**config.mk**
```make
export PLATFORM = sky130hd
export DESIGN_NAME = frame_unit
export DESIGN_NICKNAME = d
export VERILOG_FILES = /design/src/rtl/frame_pkg.sv /design/src/rtl/frame_ctrl.sv /design/src/rtl/frame_dp.sv /design/src/rtl/frame_unit.sv
export SDC_FILE = /design/constraint.sdc
export NUM_CORES = 1
export LEC_CHECK = 0
export ABC_CLOCK_PERIOD_IN_PS = 12250
export BUFFER_PORTS_ARGS = -buffer_cell sky130_fd_sc_hd__buf_2
export CAP_MARGIN = 10
export CORE_AREA = 2 2 174 176
export DETAILED_ROUTE_END_ITERATION = 10
export DIE_AREA = 0 0 176 178
export PLACE_DENSITY_LB_ADDON = 0.15
export SLEW_MARGIN = 20
export SYNTH_ARGS = -nofsm -noshare
export SYNTH_HDL_FRONTEND = slang
export SYNTH_SLANG_ARGS = --single-unit
```
**constraint.sdc**
```tcl
create_clock -name clk -period 12.25 [get_ports clk]
set_input_delay 1.8375 -clock clk [delete_from_list [all_inputs] [get_ports clk]]
set_output_delay 1.8375 -clock clk [all_outputs]
set_load 0.01 [all_outputs]
```
**src/rtl/frame_pkg.sv**
```systemverilog
package frame_pkg;
  typedef enum logic [1:0] {
    OP_PUSH     = 2'b00,
    OP_POP      = 2'b01,
    OP_POPJMP   = 2'b10,
    OP_POPJMPIF = 2'b11
  } frameOp_e;

  // strobes from control to datapath
  typedef struct packed {
    logic take;      // start a memory access
    logic finish;    // memory acknowledged
    logic misalign;  // refuse: bad alignment
    logic skip;      // guarded op not run
  } ctrlStb_t;
endpackage

```
**src/rtl/frame_ctrl.sv**
```systemverilog
module frame_ctrl (
  input  logic                clk,
  input  logic                rstN,
  input  logic                opValid,
  input  frame_pkg::frameOp_e opKind,
  input  logic                predBit,
  input  logic                predSense,
  input  logic                addrMisaligned,
  input  logic                memAck,
  output frame_pkg::ctrlStb_t stb,
  output logic                busy,
  output logic                memReq
);
  import frame_pkg::*;

  logic waiting;
  logic offerSeen;
  logic runs;

  always_comb begin
    offerSeen    = opValid && !waiting;
    runs         = (opKind != OP_POPJMPIF) || (predBit == predSense);
    stb.take     = offerSeen && runs && !addrMisaligned;
    stb.misalign = offerSeen && runs && addrMisaligned;
    stb.skip     = offerSeen && !runs;
    stb.finish   = waiting && memAck;
  end

  always_ff @(posedge clk) begin
    if (!rstN)           waiting <= 1'b0;
    else if (stb.take)   waiting <= 1'b1;
    else if (stb.finish) waiting <= 1'b0;
  end

  assign busy   = waiting;
  assign memReq = waiting;


  wait_until_ack_chk: assert property (@(posedge clk) disable iff (!rstN)
    waiting && !memAck |=> waiting);


  skip_no_req_chk: assert property (@(posedge clk) disable iff (!rstN)
    stb.skip |=> !waiting);
endmodule

```
**src/rtl/frame_dp.sv**
```systemverilog
module frame_dp #(
  parameter int ADDR_W = 32,
  parameter int SIZE_W = 11
) (
  input  logic                clk,
  input  logic                rstN,
  input  frame_pkg::ctrlStb_t stb,
  input  frame_pkg::frameOp_e opKind,
  input  logic [ADDR_W-1:0]   spIn,
  input  logic [ADDR_W-1:0]   fpIn,
  input  logic [ADDR_W-1:0]   lrIn,
  input  logic [SIZE_W-1:0]   frameSize,
  input  logic [ADDR_W-1:0]   frameAddrIn,
  input  logic [2*ADDR_W-1:0] memRdata,
  output logic                addrMisaligned,
  output logic [ADDR_W-1:0]   memAddr,
  output logic                memWe,
  output logic [2*ADDR_W-1:0] memWdata,
  output logic                done,
  output logic                misalignErr,
  output logic                spWr,
  output logic [ADDR_W-1:0]   spOut,
  output logic                fpWr,
  output logic [ADDR_W-1:0]   fpOut,
  output logic                lrWr,
  output logic [ADDR_W-1:0]   lrOut,
  output logic                jumpValid,
  output logic [ADDR_W-1:0]   jumpTarget
);
  import frame_pkg::*;

  localparam int SLOT_B  = ADDR_W / 4;
  localparam int ALIGN_W = $clog2(SLOT_B);
  localparam int DATA_W  = 2 * ADDR_W;

  logic [ADDR_W-1:0] eaNow, spAfterPush;
  logic [ADDR_W-1:0] eaReg, spPushReg;
  logic [DATA_W-1:0] wdataReg;
  frameOp_e          kindReg;

  always_comb begin
    eaNow          = (opKind == OP_PUSH) ? spIn - ADDR_W'(SLOT_B) : frameAddrIn;
    spAfterPush    = eaNow - (ADDR_W'(frameSize) << ALIGN_W);
    addrMisaligned = |eaNow[ALIGN_W-1:0];
  end

  always_ff @(posedge clk) begin
    if (!rstN) begin
      eaReg     <= '0;
      spPushReg <= '0;
      wdataReg  <= '0;
      kindReg   <= OP_PUSH;
    end else if (stb.take) begin
      eaReg     <= eaNow;
      spPushReg <= spAfterPush;
      wdataReg  <= {lrIn, fpIn};
      kindReg   <= opKind;
    end
  end

  assign memAddr  = eaReg;
  assign memWdata = wdataReg;
  assign memWe    = (kindReg == OP_PUSH);

  always_ff @(posedge clk) begin
    if (!rstN) begin
      done        <= 1'b0;
      misalignErr <= 1'b0;
      spWr        <= 1'b0;
      fpWr        <= 1'b0;
      lrWr        <= 1'b0;
      jumpValid   <= 1'b0;
      spOut       <= '0;
      fpOut       <= '0;
      lrOut       <= '0;
      jumpTarget  <= '0;
    end else begin
      done        <= stb.skip || stb.finish;
      misalignErr <= stb.misalign;
      spWr        <= 1'b0;
      fpWr        <= 1'b0;
      lrWr        <= 1'b0;
      jumpValid   <= 1'b0;
      if (stb.finish) begin
        spWr <= 1'b1;
        fpWr <= 1'b1;
        if (kindReg == OP_PUSH) begin
          spOut <= spPushReg;
          fpOut <= eaReg;
        end else begin
          lrWr       <= 1'b1;
          spOut      <= eaReg + ADDR_W'(SLOT_B);
          lrOut      <= memRdata[DATA_W-1:ADDR_W];
          fpOut      <= memRdata[ADDR_W-1:0];
          jumpValid  <= (kindReg == OP_POPJMP) || (kindReg == OP_POPJMPIF);
          jumpTarget <= memRdata[DATA_W-1:ADDR_W];
        end
      end
    end
  end


  jump_with_restore_chk: assert property (@(posedge clk) disable iff (!rstN)
    jumpValid |-> lrWr && done);


  err_excl_done_chk: assert property (@(posedge clk) disable iff (!rstN)
    misalignErr |-> !done && !spWr);
endmodule

```
**src/rtl/frame_unit.sv**
```systemverilog
module frame_unit #(
  parameter int ADDR_W = 32,
  parameter int SIZE_W = 11
) (
  input  logic                clk,
  input  logic                rstN,
  input  logic                opValid,
  input  logic [1:0]          opKind,
  input  logic [ADDR_W-1:0]   spIn,
  input  logic [ADDR_W-1:0]   fpIn,
  input  logic [ADDR_W-1:0]   lrIn,
  input  logic [SIZE_W-1:0]   frameSize,
  input  logic [ADDR_W-1:0]   frameAddrIn,
  input  logic                predBit,
  input  logic                predSense,
  output logic                busy,
  output logic                misalignErr,
  output logic                memReq,
  output logic                memWe,
  output logic [ADDR_W-1:0]   memAddr,
  output logic [2*ADDR_W-1:0] memWdata,
  input  logic                memAck,
  input  logic [2*ADDR_W-1:0] memRdata,
  output logic                done,
  output logic                spWr,
  output logic [ADDR_W-1:0]   spOut,
  output logic                fpWr,
  output logic [ADDR_W-1:0]   fpOut,
  output logic                lrWr,
  output logic [ADDR_W-1:0]   lrOut,
  output logic                jumpValid,
  output logic [ADDR_W-1:0]   jumpTarget
);
  import frame_pkg::*;

  localparam int SLOT_B  = ADDR_W / 4;
  localparam int ALIGN_W = $clog2(SLOT_B);

  frameOp_e kindE;
  ctrlStb_t stb;
  logic     addrMisaligned;

  assign kindE = frameOp_e'(opKind);

  frame_ctrl uCtrl (
    .clk(clk), .rstN(rstN), .opValid(opValid), .opKind(kindE),
    .predBit(predBit), .predSense(predSense), .addrMisaligned(addrMisaligned),
    .memAck(memAck), .stb(stb), .busy(busy), .memReq(memReq)
  );

  frame_dp #(.ADDR_W(ADDR_W), .SIZE_W(SIZE_W)) uDp (
    .clk(clk), .rstN(rstN), .stb(stb), .opKind(kindE),
    .spIn(spIn), .fpIn(fpIn), .lrIn(lrIn), .frameSize(frameSize),
    .frameAddrIn(frameAddrIn), .memRdata(memRdata),
    .addrMisaligned(addrMisaligned), .memAddr(memAddr), .memWe(memWe),
    .memWdata(memWdata), .done(done), .misalignErr(misalignErr),
    .spWr(spWr), .spOut(spOut), .fpWr(fpWr), .fpOut(fpOut),
    .lrWr(lrWr), .lrOut(lrOut), .jumpValid(jumpValid), .jumpTarget(jumpTarget)
  );


  req_aligned_chk: assert property (@(posedge clk) disable iff (!rstN)
    memReq |-> memAddr[ALIGN_W-1:0] == '0);


  req_hold_chk: assert property (@(posedge clk) disable iff (!rstN)
    memReq && !memAck |=> memReq && $stable(memAddr) && $stable(memWdata));


  ack_done_chk: assert property (@(posedge clk) disable iff (!rstN)
    memReq && memAck |=> done);


  push_fp_chk: assert property (@(posedge clk) disable iff (!rstN)
    done && fpWr && !lrWr |-> fpOut == $past(memAddr));


  pop_sp_chk: assert property (@(posedge clk) disable iff (!rstN)
    done && lrWr |-> spOut == $past(memAddr) + ADDR_W'(SLOT_B));


  err_no_req_chk: assert property (@(posedge clk) disable iff (!rstN)
    misalignErr |-> !memReq);
endmodule

```
* Word-level counts from Yosys, hierarchy flattened
Cells that the tools add are included.
** Word-level totals
- Bits in registers :: 232
- Bits of input ports :: 211
- Output and inout bits :: 233
** Operators by class
- $add $sub $neg :: 3
- Equality and inequality tests :: 4
- Mux-type cells :: 7
- Bitwise logic cells :: 3
- Reductions and logical operators :: 19
** Operators by type and width (count)
- $mux W32 :: 3
- $add A32 B4 Y32 const B :: 1
- $sub A32 B14 Y32 :: 1
- $sub A32 B4 Y32 const B :: 1
- $logic_and A1 B1 Y1 :: 6
- $reduce_or A3 Y1 :: 2
- $eq A2 B2 Y1 const B :: 2
- $logic_not A2 Y1 :: 2
- $mux W1 :: 4
- $reduce_and A2 Y1 :: 2
- $logic_not A1 Y1 :: 3
- $logic_or A1 B1 Y1 :: 3
- $not A1 Y1 :: 3
- $ne A2 B2 Y1 const B :: 1
- $reduce_bool A2 Y1 :: 1
- $eq A1 B1 Y1 :: 1

* Longest topological paths before layout
Gate-level depths: netlist of run 1.
- Word-level depth :: 6
- Mapped depth :: 17
- Mapped depth without buffers :: 16

* Cells and area by module
From an unflattened synthesis of run 1, not the netlist that was laid out.
** Unflattened totals
- Cells, all modules :: 1335
- Area total of the unflattened synthesis :: 11134.4 um^2
** By module, submodules not included
- frame_dp :: instances 1, cells an instance 1323, area an instance 11025.6 um^2, sequential area each 4564.4 um^2
- frame_ctrl :: instances 1, cells an instance 12, area an instance 108.9 um^2, sequential area each 20.0 um^2

* Worst setup path after synthesis of run 1
No wires, ideal clock.
- Kind :: input to register
- Start :: input port opKind[1]
- End :: register uDp.spPushReg[26]
- Library setup time :: 132 ps
- Data arrival time :: 5157 ps
- Setup slack :: 6960 ps
- Cell stages on the path :: 15
- Buffers on the path :: 3
- Path through :: or2_1 -> buf_1 -> clkbuf_1 -> buf_1 -> nand2_1 -> o21ai_0 -> ha_1 -> nor2b_1 -> o2111ai_1 -> a21oi_1 -> o311ai_0 -> nand2_1 -> nor4_1 -> xor2_1 -> a21oi_1
** RTL lines
- from (decl) :: RTL line frame_unit.sv:8 : input logic [1:0] opKind,
- $logic_not A2 Y1 :: RTL line frame_dp.sv:42 : eaNow = (opKind == OP_PUSH) ? spIn - ADDR_W'(SLOT_B) : frameAddrIn;
- $mux W32 :: RTL line frame_dp.sv:42
- via uDp.eaNow[4] :: RTL line frame_dp.sv:36 : logic [ADDR_W-1:0] eaNow, spAfterPush;
- $sub A32 B14 Y32 :: RTL line frame_dp.sv:43 : spAfterPush = eaNow - (ADDR_W'(frameSize) << ALIGN_W);
- to (signal assigned) :: RTL line frame_dp.sv:55 : spPushReg <= spAfterPush;
- to (decl) :: RTL line frame_dp.sv:37 : logic [ADDR_W-1:0] eaReg, spPushReg;
The timed path passes the listed nets, and every way through them passes these cells.
A chain may end at the register's enable or synchronous reset.

* Final worst setup path of run 1
- Start :: input port spIn[3]
- End :: register uDp.spPushReg[28]
** On the way
- Longest elaborated chain between the ends :: 3
** RTL lines
- from (decl) :: RTL line frame_unit.sv:9 : input logic [ADDR_W-1:0] spIn,
- $sub A32 B4 Y32 :: RTL line frame_dp.sv:42
- $mux W32 :: RTL line frame_dp.sv:42
- via uDp.eaNow[13] :: RTL line frame_dp.sv:36
- $sub A32 B14 Y32 :: RTL line frame_dp.sv:43
The timed path passes the listed nets, and every way through them passes these cells.

==> run_results.csv, run 1 <==
group,metric,value,unit
grt,grt-ovfl-total,0,
setup_path,cp_num_buf_inv,2,
job,max_cap_viol_count,0,
setup_path,cp_max_fo,6,
yosys,synthDistinctLibCells,64,
setup_path,crit_slowest_cell,"nor3b_1",
setup_path,worstSetupPathType,"input pin to flip-flop",
layout,fin_util,47.57,%
yosys,synth_area_per_cell,7.588,sq um
yosys,synth_edf_count,0,
detailed_routing,detail-route-antenna-nets,0,
placement,placed_cells,2145,
clock_network,clock-sinks,229,
power,p_comb_share,10.7,%
setup_path,end_kind,"flip-flop",
clock_network,post-cts-setup-buffers,0,
detailed_routing,viasPerCell,5.100,
clock_network,cts_max_level,1,
die,die_area,31330,sq um
power,p_seq_share,43.6,%
yosys,synth-seq-cells,229,
detailed_routing,drt_wl_total,37.89,mm
timing,setup_ws,6.755,ns
placement,postPlaceCellArea,13070,sq um
timing,clock.fmax,182.0,MHz
detailed_routing,drt_iter0_markers,886,
die,die_h,178,um
power,p_leak,5.878,nW
clock_network,ctsLongestPathBuffers,3,
timing,fin_setup_tns,0,ns
setup_path,worstPathRequired,12.66,ns
setup_path,crit_family,"simple AND/OR/NAND/NOR gates",
die,ios,444,
setup_path,startpoint_type,"input pin",
clock_network,cts_buffers,28,
timing,fin_crit_sh,44.85,%
setup_path,cpPeakStageDelay,0.59,ns
die,floorplan.initialDensity,37.09,%
detailed_routing,vias,11200,
power,clkPwrFrac,45.7,%
timing,fin_skew,0.009076,ns
grt,grt_use_total,22.73,%
setup_path,regToRegStartpoint,"uCtrl.busy$_SDFFE_PN0P_",
clock_network,holdBufCountCts,0,
die,die_x,176,um
timing,holdWs,0.4499,ns
setup_path,crit_arrival,5.90,ns
layout,regArea,4584,sq um
layout,n_antenna_cell,0,
min_path,min_from,"uDp.memWdata[5]$_SDFFE_PN0P_",
layout,multiInputGateArea,5617,sq um
yosys,yosysSeqAreaShare,42.04,%
detailed_routing,avgRoutedWirePerCell,17.26,um
grt,grt_pass1_vias,10090,
layout,fillers,3009,
clock_network,cts_root_buffer,"clkbuf_16",
grt,grt_pass1_wl,56.82,mm
layout,finalNetCount,2010,
placement,pre_cts_ws,6.260,ns
placement,io_buffers,443,
clock_network,insertion_delay,0.55,ns
placement,gp_congestion,0.8495,
die,row_count,63,
grt,antenna_found_initial,2,
power,internal-power,1.304,mW
clock_network,cts_tree,"yes",
timing,slew_headroom,34.02,%
power,p_per_area,126.1,nW/um^2
timing,maxSlewViolCount,0,
layout,drive_above_1_share,29.25,%
setup_path,path_cells,"buf_2, inv_1, ha_1, nor3b_1, nand2_1, or4_1, xor2_1, o21ai_1, ha_1, or4_1, o32ai_1, a211o_1, and4b_1, nand2_1, nor3_2, a21o_1, a31oi_1",
power,swShare,26.09,%
timing,hold_violations,0,
outcome,status,"finished clean",
yosys,ys_warn_count,0,
yosys,synth_top_flop_cell,"dfxtp_1",
placement,dpl.hpwl,27.34,mm
timing,setup_viol,0,
die,core-area,29400,sq um
setup_path,startpoint,"spIn[3]",
layout,final_cells,2195,
yosys,netlist_area,10900,sq um
timing,tightestPinTransition,0.9896,ns
power,p_sw,0.4602,mW
layout,stdcell_area,13990,sq um
yosys,syn-instance-count,1437,
detailed_routing,drtPass1Iterations,5,
yosys,synth_nets,1662,
power,total_power,1.764,mW
layout,area_growth,28.26,%
power,vdd_ir_drop_max,0.1038,mV
clock_network,clkSlewWorstSetupHoldPaths,0.06,ns
yosys,async_flop_share,0,%
min_path,min_path_type,"flip-flop to flip-flop",
detailed_routing,drc,0,
grt,grt_max_degree,125,
clock_network,cts_resized,0,
timing,rsz0062_at_grt,"false",
timing,fin_crit,5.495,ns
setup_path,setup.reg_to_reg.worst_slack,9.69,ns
kinds of logic (layout without fill, tap and decap cells):
| logic type | Yosys count | after routing | share of synthesized area, % |
|---|---|---|---|
| xor+xnor | 61 | 61 | 4.900 |
| flops | 229 | 229 | 42.04 |
| mux | 3 | 3 | 0.2754 |
| fa+ha+maj | 14 | 14 | 1.675 |
| simple gates | 639 | 639 | 25.31 |
| buf+inv | 156 | 524 | 6.667 |
| compound gates | 335 | 335 | 19.13 |
cells in the mapped netlist (3+ instances only):
master / count / area (sq um)
and4_1: 3 / 26.28
mux2i_1: 3 / 30.03
o311a_1: 3 / 30.03
o21a_1: 5 / 37.54
or3_1: 9 / 56.30
o21ai_1: 9 / 45.04
buf_1: 4 / 15.01
nor4_1: 13 / 81.33
o21ai_0: 27 / 135.1
clkbuf_1: 94 / 352.8
dfxtp_1: 229 / 4584
ha_1: 13 / 162.7
a21oi_1: 180 / 900.9
xor2_1: 23 / 201.4
and2_1: 5 / 31.28
nor2_1: 147 / 551.8
and3_1: 13 / 81.33
a31oi_1: 9 / 56.30
inv_1: 17 / 63.81
nand3_1: 25 / 125.1
nand2_1: 356 / 1336
a211oi_1: 27 / 202.7
nand4_1: 11 / 68.82
xnor2_1: 38 / 332.8
a31o_2: 3 / 26.28
nor3_1: 21 / 105.1
o31ai_1: 7 / 52.55
o211ai_1: 4 / 30.03
nor2b_1: 5 / 31.28
or4_1: 9 / 67.56
buf_4: 37 / 277.8
a311oi_1: 37 / 324.1
a21o_1: 7 / 52.55
or2_2: 5 / 31.28
flip-flops by register name, summed over array words and instances (netlist names):
register and flops:
uCtrl.busy 1, uDp.done 1, uDp.fpOut 32, uDp.jumpValid 1, uDp.kindReg 2, uDp.lrOut 32
uDp.lrWr 1, uDp.memAddr 29, uDp.memWdata 64, uDp.misalignErr 1, uDp.spOut 32, uDp.spPushReg 32
uDp.spWr 1
cell type report:
type / count / share of cell area [%]
Tap cell: 390 / 3.489
Inverter: 19 / 0.5457
Clock buffer: 41 / 5.931
Timing Repair Buffer: 455 / 16.50
Clock inverter: 9 / 0.5994
Multi-Input combinational cell: 1052 / 40.16
Sequential cell: 229 / 32.78
layout by cell type, fill, tap and decap left out, types with 11 or more instances in the layout:
master	n
buf_2	443
nand2_1	355
dfxtp_1	229
a21oi_1	180
nor2_1	145
xnor2_1	38
a311oi_1	37
clkbuf_16	28
o21ai_0	27
a211oi_1	27
nand3_1	25
xor2_1	23
nor3_1	21
inv_1	17
nor4_1	13
and3_1	13
ha_1	13
buf_4	12
nand4_1	11
path summary, 6_finish.rpt:
path	to	depth (start not counted)
setup reg to reg	uDp.memAddr[16]$_SDFFE_PN0P_	6
hold / removal	uDp.memWdata[5]$_SDFFE_PN0P_	2
hold reg to reg	uDp.memWdata[5]$_SDFFE_PN0P_	2
setup / recovery	uDp.spPushReg[28]$_SDFFE_PN0P_	17
power groups by stage:
stage / Clock, mW / Sequential (mW) / Combinational, mW
after floorplan: 0 / 0.787 / 0.104
after detailed placement: 0 / 0.786 / 0.187
after CTS: 0.828 / 0.770 / 0.188
final: 0.806 / 0.770 / 0.189
after global routing: 0.861 / 0.771 / 0.208
after global placement: 0 / 0.786 / 0.186
routing by layer:
metal  up-vias  share of wire, %  global-route usage, %
met2       414                45                  36.56
met1      5139                46                  31.62
met3        51               7.4                  4.390
li1       5589                 -                      -
met5         -             0.029                      0
met4         2               1.9                  5.062
worst reg2reg max path, cell delays in order (launching register included):
cell and delay, ns:
dfxtp_1 0.49, and3b_1 0.33, nand2b_4 0.57, buf_4 0.68, nor2_1 0.16, a21oi_1 0.15, nor2_1 0.05
Power figures use the tool's default switching activity.
==> run 2: changes to the inputs <==
--- a/config.mk
+++ b/config.mk
@@ -5,7 +5,7 @@
 export SDC_FILE = /design/constraint.sdc
 export NUM_CORES = 1
 export LEC_CHECK = 0
-export ABC_CLOCK_PERIOD_IN_PS = 12250
+export ABC_CLOCK_PERIOD_IN_PS = 5200
 export BUFFER_PORTS_ARGS = -buffer_cell sky130_fd_sc_hd__buf_2
 export CAP_MARGIN = 10
 export CORE_AREA = 2 2 174 176
==> constraint.sdc (replaced) <==
create_clock -name clk -period 5.2 [get_ports clk]
set_input_delay 0.78 -clock clk [delete_from_list [all_inputs] [get_ports clk]]
set_output_delay 0.78 -clock clk [all_outputs]
set_load 0.01 [all_outputs]
==> run 2 against run 1 <==
Utilization fell by 0.11 points. Clock skew shrank 0.00060 ns. First-iteration DRC count decreased by 8.1%. Sequential share of layout area up 0.076 points. Highest routed layer unchanged. Cell count did not move. Largest power group is now registers.
==> run_results.csv, run 2 (same netlist as run 1, synthesis figures left out) <==
group,metric,value,unit
outcome,status,"finished clean",
layout,fin_util,47.46,%
timing,fin_crit,4.088,ns
die,die_area,31330,sq um
power,total_power,4.063,mW
grt,grt_pass1_wl,56.69,mm
clock_network,cts_resized,0,
detailed_routing,drt_wl_total,37.97,mm
layout,final_cells,2195,
clock_network,cts_buffers,27,
timing,tightestPinTransition,1.011,ns
detailed_routing,detail-route-antenna-nets,0,
setup_path,crit_end,"uDp.spPushReg[30]$_SDFFE_PN0P_",
layout,mostFrequentLayoutCells,"443 x buf_2, 355 x nand2_1, 229 x dfxtp_1",
die,core-area,29400,sq um
setup_path,cp_max_fo,6,
timing,setup_viol,0,
min_path,min_path_type,"flip-flop to flip-flop",
die,die_x,176,um
timing,fin_crit_sh,78.61,%
setup_path,r2r-end,"uDp.spOut[28]$_SDFFE_PN0P_",
setup_path,worstPathRequired,5.60,ns
detailed_routing,avgRoutedWirePerCell,17.30,um
timing,slew_headroom,32.63,%
setup_path,end_kind,"flip-flop",
timing,fin_setup_tns,0,ns
layout,area_growth,27.96,%
timing,setup_ws,1.112,ns
job,max_cap_viol_count,0,
layout,layout_commonest_cell,"buf_2",
setup_path,ff2ff_path_depth,4,
setup_path,crit_arrival,4.49,ns
detailed_routing,drtPass1Iterations,5,
timing,rsz0062_at_grt,"false",
placement,pre_cts_ws,0.5969,ns
layout,fillers,3081,
detailed_routing,dr.max_layer_used,"met5",
setup_path,setup.reg_to_reg.worst_slack,2.82,ns
power,p_leak,5.875,nW
placement,postPlaceCellArea,13110,sq um
clock_network,insertion_delay,0.54,ns
grt,grt_max_degree,143,
grt,grt_use_total,22.66,%
detailed_routing,met3_length,2.689,mm
clock_network,cts_root_buffer,"clkbuf_16",
clock_network,post-cts-setup-buffers,0,
detailed_routing,met2_wirelength,17.38,mm
grt,grt-ovfl-total,0,
grt,antenna_found_initial,1,
die,ios,444,
setup_path,startpoint,"spIn[3]",
timing,clock.fmax,244.6,MHz
detailed_routing,drt_iter0_markers,814,
placement,placed_cells,2147,
timing,maxSlewViolCount,0,
setup_path,regToRegStartpoint,"uCtrl.busy$_SDFFE_PN0P_",
die,row_count,63,
die,die_h,178,um
layout,n_antenna_cell,0,
setup_path,worstSetupPathType,"input pin to flip-flop",
placement,gp_congestion,0.9267,
layout,drive_above_1_share,29.09,%
layout,largest_reg_flops,64,
timing,hold_violations,0,
power,vdd_ir_drop_max,0.2489,mV
clock_network,clock-sinks,229,
layout,finalNetCount,2011,
detailed_routing,viasPerCell,5.129,
clock_network,ctsLongestPathBuffers,3,
placement,io_buffers,443,
grt,grt_pass1_vias,10000,
power,p_per_area,291.2,nW/um^2
placement,dpl.hpwl,27.55,mm
die,floorplan.initialDensity,37.09,%
layout,stdcell_area,13950,sq um
clock_network,cts_max_level,1,
detailed_routing,vias,11260,
timing,holdWs,0.4506,ns
clock_network,clkSlewWorstSetupHoldPaths,0.06,ns
timing,fin_skew,0.008473,ns
detailed_routing,drc,0,
setup_path,startpoint_type,"input pin",
clock_network,holdBufCountCts,0,
detailed_routing,met1Wirelength,17.22,mm
clock_network,cts_tree,"yes",
[run 2: cell count changes in the layout (fill, tap and decap cells not counted), moves of 2 or more]
cell,previous run,this run
buf_12,0,2
clkbuf_1,5,8
clkbuf_8,8,6
clkinvlp_4,4,0
[run 2: cell type report]
type / instances / area (sq um) / area share, %
clock buffers: 41 / 788.3 / 5.649
flip-flops and latches: 229 / 4584 / 32.86
multi-input cells: 1052 / 5617 / 40.25
repair buffers: 457 / 2347 / 16.82
well taps: 390 / 488.0 / 3.497
inverters: 19 / 78.83 / 0.5649
clock inverters: 7 / 50.05 / 0.3587
[run 2: worst min-delay path by stage]
| stage | startpoint | to | depth (start not counted) |
|---|---|---|---|
| after floorplan | uDp.kindReg[0]$_SDFFE_PN0P_ | uDp.kindReg[0]$_SDFFE_PN0P_ | 2 |
| after global placement | uDp.memWdata[23]$_SDFFE_PN0P_ | uDp.memWdata[23]$_SDFFE_PN0P_ | 2 |
| after detailed placement | uDp.memWdata[45]$_SDFFE_PN0P_ | uDp.memWdata[45]$_SDFFE_PN0P_ | 2 |
| after CTS | fpIn[7] | uDp.memWdata[7]$_SDFFE_PN0P_ | 3 |
| after global routing | uDp.memWdata[45]$_SDFFE_PN0P_ | uDp.memWdata[45]$_SDFFE_PN0P_ | 2 |
| final | uDp.memWdata[41]$_SDFFE_PN0P_ | uDp.memWdata[41]$_SDFFE_PN0P_ | 2 |
[run 2: worst max-delay path, cell delays in order]
cell and delay, ns:
buf_2 0.13, inv_1 0.06, ha_1 0.19, nor3b_1 0.20
buf_4 0.17, nand2_1 0.13, or4_1 0.44, xor2_1 0.14
o21ai_1 0.09, ha_1 0.25, or4_1 0.51, a21oi_1 0.16
a211o_1 0.20, and4b_1 0.23, nand2_1 0.16, nor3_2 0.40
a21o_1 0.17, a31oi_1 0.07
[run 2: metal layers]
layer / vias up / GRT usage [%]
met5: - / 0
met4: 2 / 5.131
met3: 43 / 3.581
met2: 447 / 36.37
met1: 5170 / 32.05
li1: 5596 / -
[run 2: power breakdown]
part	switching, mW	total, mW	internal (mW)
sequential	0.0276	1.81	1.79
combinational	0.271	0.452	0.181
clock	0.753	1.80	1.04
total	1.05	4.06	3.01
==> run 3: changes to the inputs <==
--- a/config.mk
+++ b/config.mk
@@ -5,12 +5,12 @@
 export SDC_FILE = /design/constraint.sdc
 export NUM_CORES = 1
 export LEC_CHECK = 0
-export ABC_CLOCK_PERIOD_IN_PS = 5200
+export ABC_CLOCK_PERIOD_IN_PS = 3750
 export BUFFER_PORTS_ARGS = -buffer_cell sky130_fd_sc_hd__buf_2
 export CAP_MARGIN = 10
-export CORE_AREA = 2 2 174 176
+export CORE_AREA = 2 2 171 173
 export DETAILED_ROUTE_END_ITERATION = 10
-export DIE_AREA = 0 0 176 178
+export DIE_AREA = 0 0 173 175
 export PLACE_DENSITY_LB_ADDON = 0.15
 export SLEW_MARGIN = 20
 export SYNTH_ARGS = -nofsm -noshare
==> constraint.sdc (replaced) <==
create_clock -name clk -period 3.75 [get_ports clk]
set_input_delay 0.5625 -clock clk [delete_from_list [all_inputs] [get_ports clk]]
set_output_delay 0.5625 -clock clk [all_outputs]
set_load 0.01 [all_outputs]
==> run 3 against run 2 <==
Routed wire length shrank 1.8%. Clock-buffer cell count shrank 6. Critical endpoint is now uDp.spPushReg[25]$_SDFFE_PN0P_. Design area grew 2.2%. Via count is essentially flat. Highest routed layer is now met4. Global-route usage grew 0.55 points. Clock skew grew 0.0050 ns. Flip-flop and latch count is the same. Total power grew 40%. Setup slack lost 0.73 ns. First-iteration DRC count grew 5.9%. Worst hold slack lost 0.18 ns.
==> run_results.csv, run 3 (same netlist as run 1, synthesis figures left out) <==
group,metric,value,unit
timing,tightestPinTransition,0.8777,ns
detailed_routing,drt_wl_total,37.27,mm
power,p_sw,1.431,mW
grt,met3_usage,3.481,%
die,die_h,175,um
placement,postPlaceCellArea,13400,sq um
timing,setup_ws,0.3828,ns
clock_network,post-cts-setup-buffers,0,
detailed_routing,detail-route-antenna-nets,0,
detailed_routing,avgRoutedWirePerCell,16.79,um
job,max_cap_viol_count,0,
grt,grt_pass1_vias,10130,
setup_path,worstSetupPathType,"input pin to flip-flop",
grt,grt-busiest-layer,"met2",
die,ios,444,
clock_network,cts_resized,0,
layout,area_growth,30.73,%
power,p_seq_share,44.2,%
setup_path,startpoint_type,"input pin",
setup_path,cp_max_fo,7,
setup_path,ff2ff_path_depth,6,
clock_network,clkSlewWorstSetupHoldPaths,0.06,ns
layout,fillers,2910,
layout,largest_reg_flops,64,
detailed_routing,viasPerCell,5.067,
timing,fin_crit,3.367,ns
setup_path,setup.reg_to_reg.worst_slack,1.41,ns
detailed_routing,drtPass1Iterations,5,
min_path,min_path_type,"input pin to flip-flop",
outcome,status,"finished clean",
setup_path,end_kind,"flip-flop",
grt,grt_max_degree,107,
power,clkPwrFrac,44.4,%
detailed_routing,drc,0,
clock_network,cts_tree,"yes",
die,row_count,62,
timing,maxSlewViolCount,0,
setup_path,worstPathRequired,4.15,ns
setup_path,crit_arrival,3.77,ns
layout,drive_above_1_share,30.57,%
grt,grt_pass1_wl,56.85,mm
layout,layout_commonest_cell,"buf_2",
timing,rsz0062_at_grt,"false",
grt,grt-ovfl-total,0,
clock_network,cts_max_level,1,
clock_network,cts_root_buffer,"clkbuf_16",
clock_network,holdBufCountCts,0,
timing,hold_violations,0,
placement,io_buffers,443,
timing,fin_crit_sh,89.79,%
die,die_x,173,um
timing,slew_headroom,41.49,%
power,total_power,5.696,mW
detailed_routing,vias,11250,
clock_network,clock-sinks,229,
grt,grt_use_total,23.21,%
power,vdd_ir_drop_max,0.3057,mV
clock_network,cts_buffers,26,
power,p_per_area,399.6,nW/um^2
placement,pre_cts_ws,-0.1258,ns
layout,finalNetCount,2041,
timing,fin_skew,0.01349,ns
placement,gp_congestion,0.8735,
layout,multiInputGateArea,5639,sq um
clock_network,insertion_delay,0.53,ns
grt,grt.met1_usage,33.04,%
power,p_comb_share,11.4,%
power,p_leak,6.049,nW
power,internal-power,4.265,mW
layout,stdcell_area,14250,sq um
detailed_routing,drt_iter0_markers,862,
die,core-area,28390,sq um
timing,setup_viol,0,
layout,regArea,4584,sq um
timing,clock.fmax,297.0,MHz
layout,mostFrequentLayoutCells,"443 x buf_2, 355 x nand2_1, 229 x dfxtp_1",
die,die_area,30280,sq um
die,floorplan.initialDensity,38.41,%
min_path,whs_path_depth,3,
power,swShare,25.12,%
grt,grtUsageMet2,36.82,%
clock_network,ctsLongestPathBuffers,3,
placement,dpl.hpwl,27.71,mm
grt,antenna_found_initial,1,
## run 3: routing by layer
layer	wire length, um	vias to the layer above
met2	16890	409
met3	2403	47
met1	17240	5150
li1	-	5642
met5	0	-
met4	727	0
## run 3: through the flow
step	setup TNS (ns)	utilization, %	cells	hold WS (ns)
5_1_grt	0	50.21	2220	0.2479
4_1_cts	0	50.20	2219	0.2483
2_1_floorplan	-0.02188	-	1437	0.4311
6_report	0	50.21	2220	0.2707
3_3_place_gp	-0.4097	47.19	2172	0.4368
3_5_place_dp	-1.186	47.19	2172	0.4432
## run 3: area by class of cell
class	count	area share, %
clock inverter	12	0.8338
multi-input combinational	1052	39.56
timing repair buffer	488	18.36
inverter	19	0.5354
antenna	1	0.01755
tap	384	3.370
sequential	229	32.16
clock buffer	35	5.161
## run 3: worst max-delay path, stage by stage
cell	delay [ns]
buf_2	0.11
inv_1	0.05
ha_1	0.16
nor3b_4	0.19
nand2_1	0.09
or4_1	0.42
xor2_1	0.15
o21ai_1	0.11
ha_1	0.21
or4_1	0.49
o32ai_1	0.14
a211o_1	0.16
and4b_1	0.20
nand2_1	0.18
nor4_1	0.29
xor2_1	0.18
a21oi_1	0.08
## run 3: path summary, 6_finish.rpt
path,startpoint,to
hold reg to reg,uDp.memWdata[62]$_SDFFE_PN0P_,uDp.memWdata[62]$_SDFFE_PN0P_
hold / removal,fpIn[0],uDp.memWdata[0]$_SDFFE_PN0P_
setup / recovery,spIn[4],uDp.spPushReg[25]$_SDFFE_PN0P_
setup reg to reg,uDp.kindReg[1]$_SDFFE_PN0P_,uDp.lrOut[30]$_SDFFE_PN0P_
## run 3: power groups by stage
stage | Sequential (mW) | Combinational [mW] | Clock [mW]
2_1_floorplan | 2.57 | 0.341 | 0
3_3_place_gp | 2.57 | 0.640 | 0
3_5_place_dp | 2.57 | 0.647 | 0
4_1_cts | 2.52 | 0.649 | 2.60
5_1_grt | 2.52 | 0.717 | 2.69
6_report | 2.52 | 0.649 | 2.53
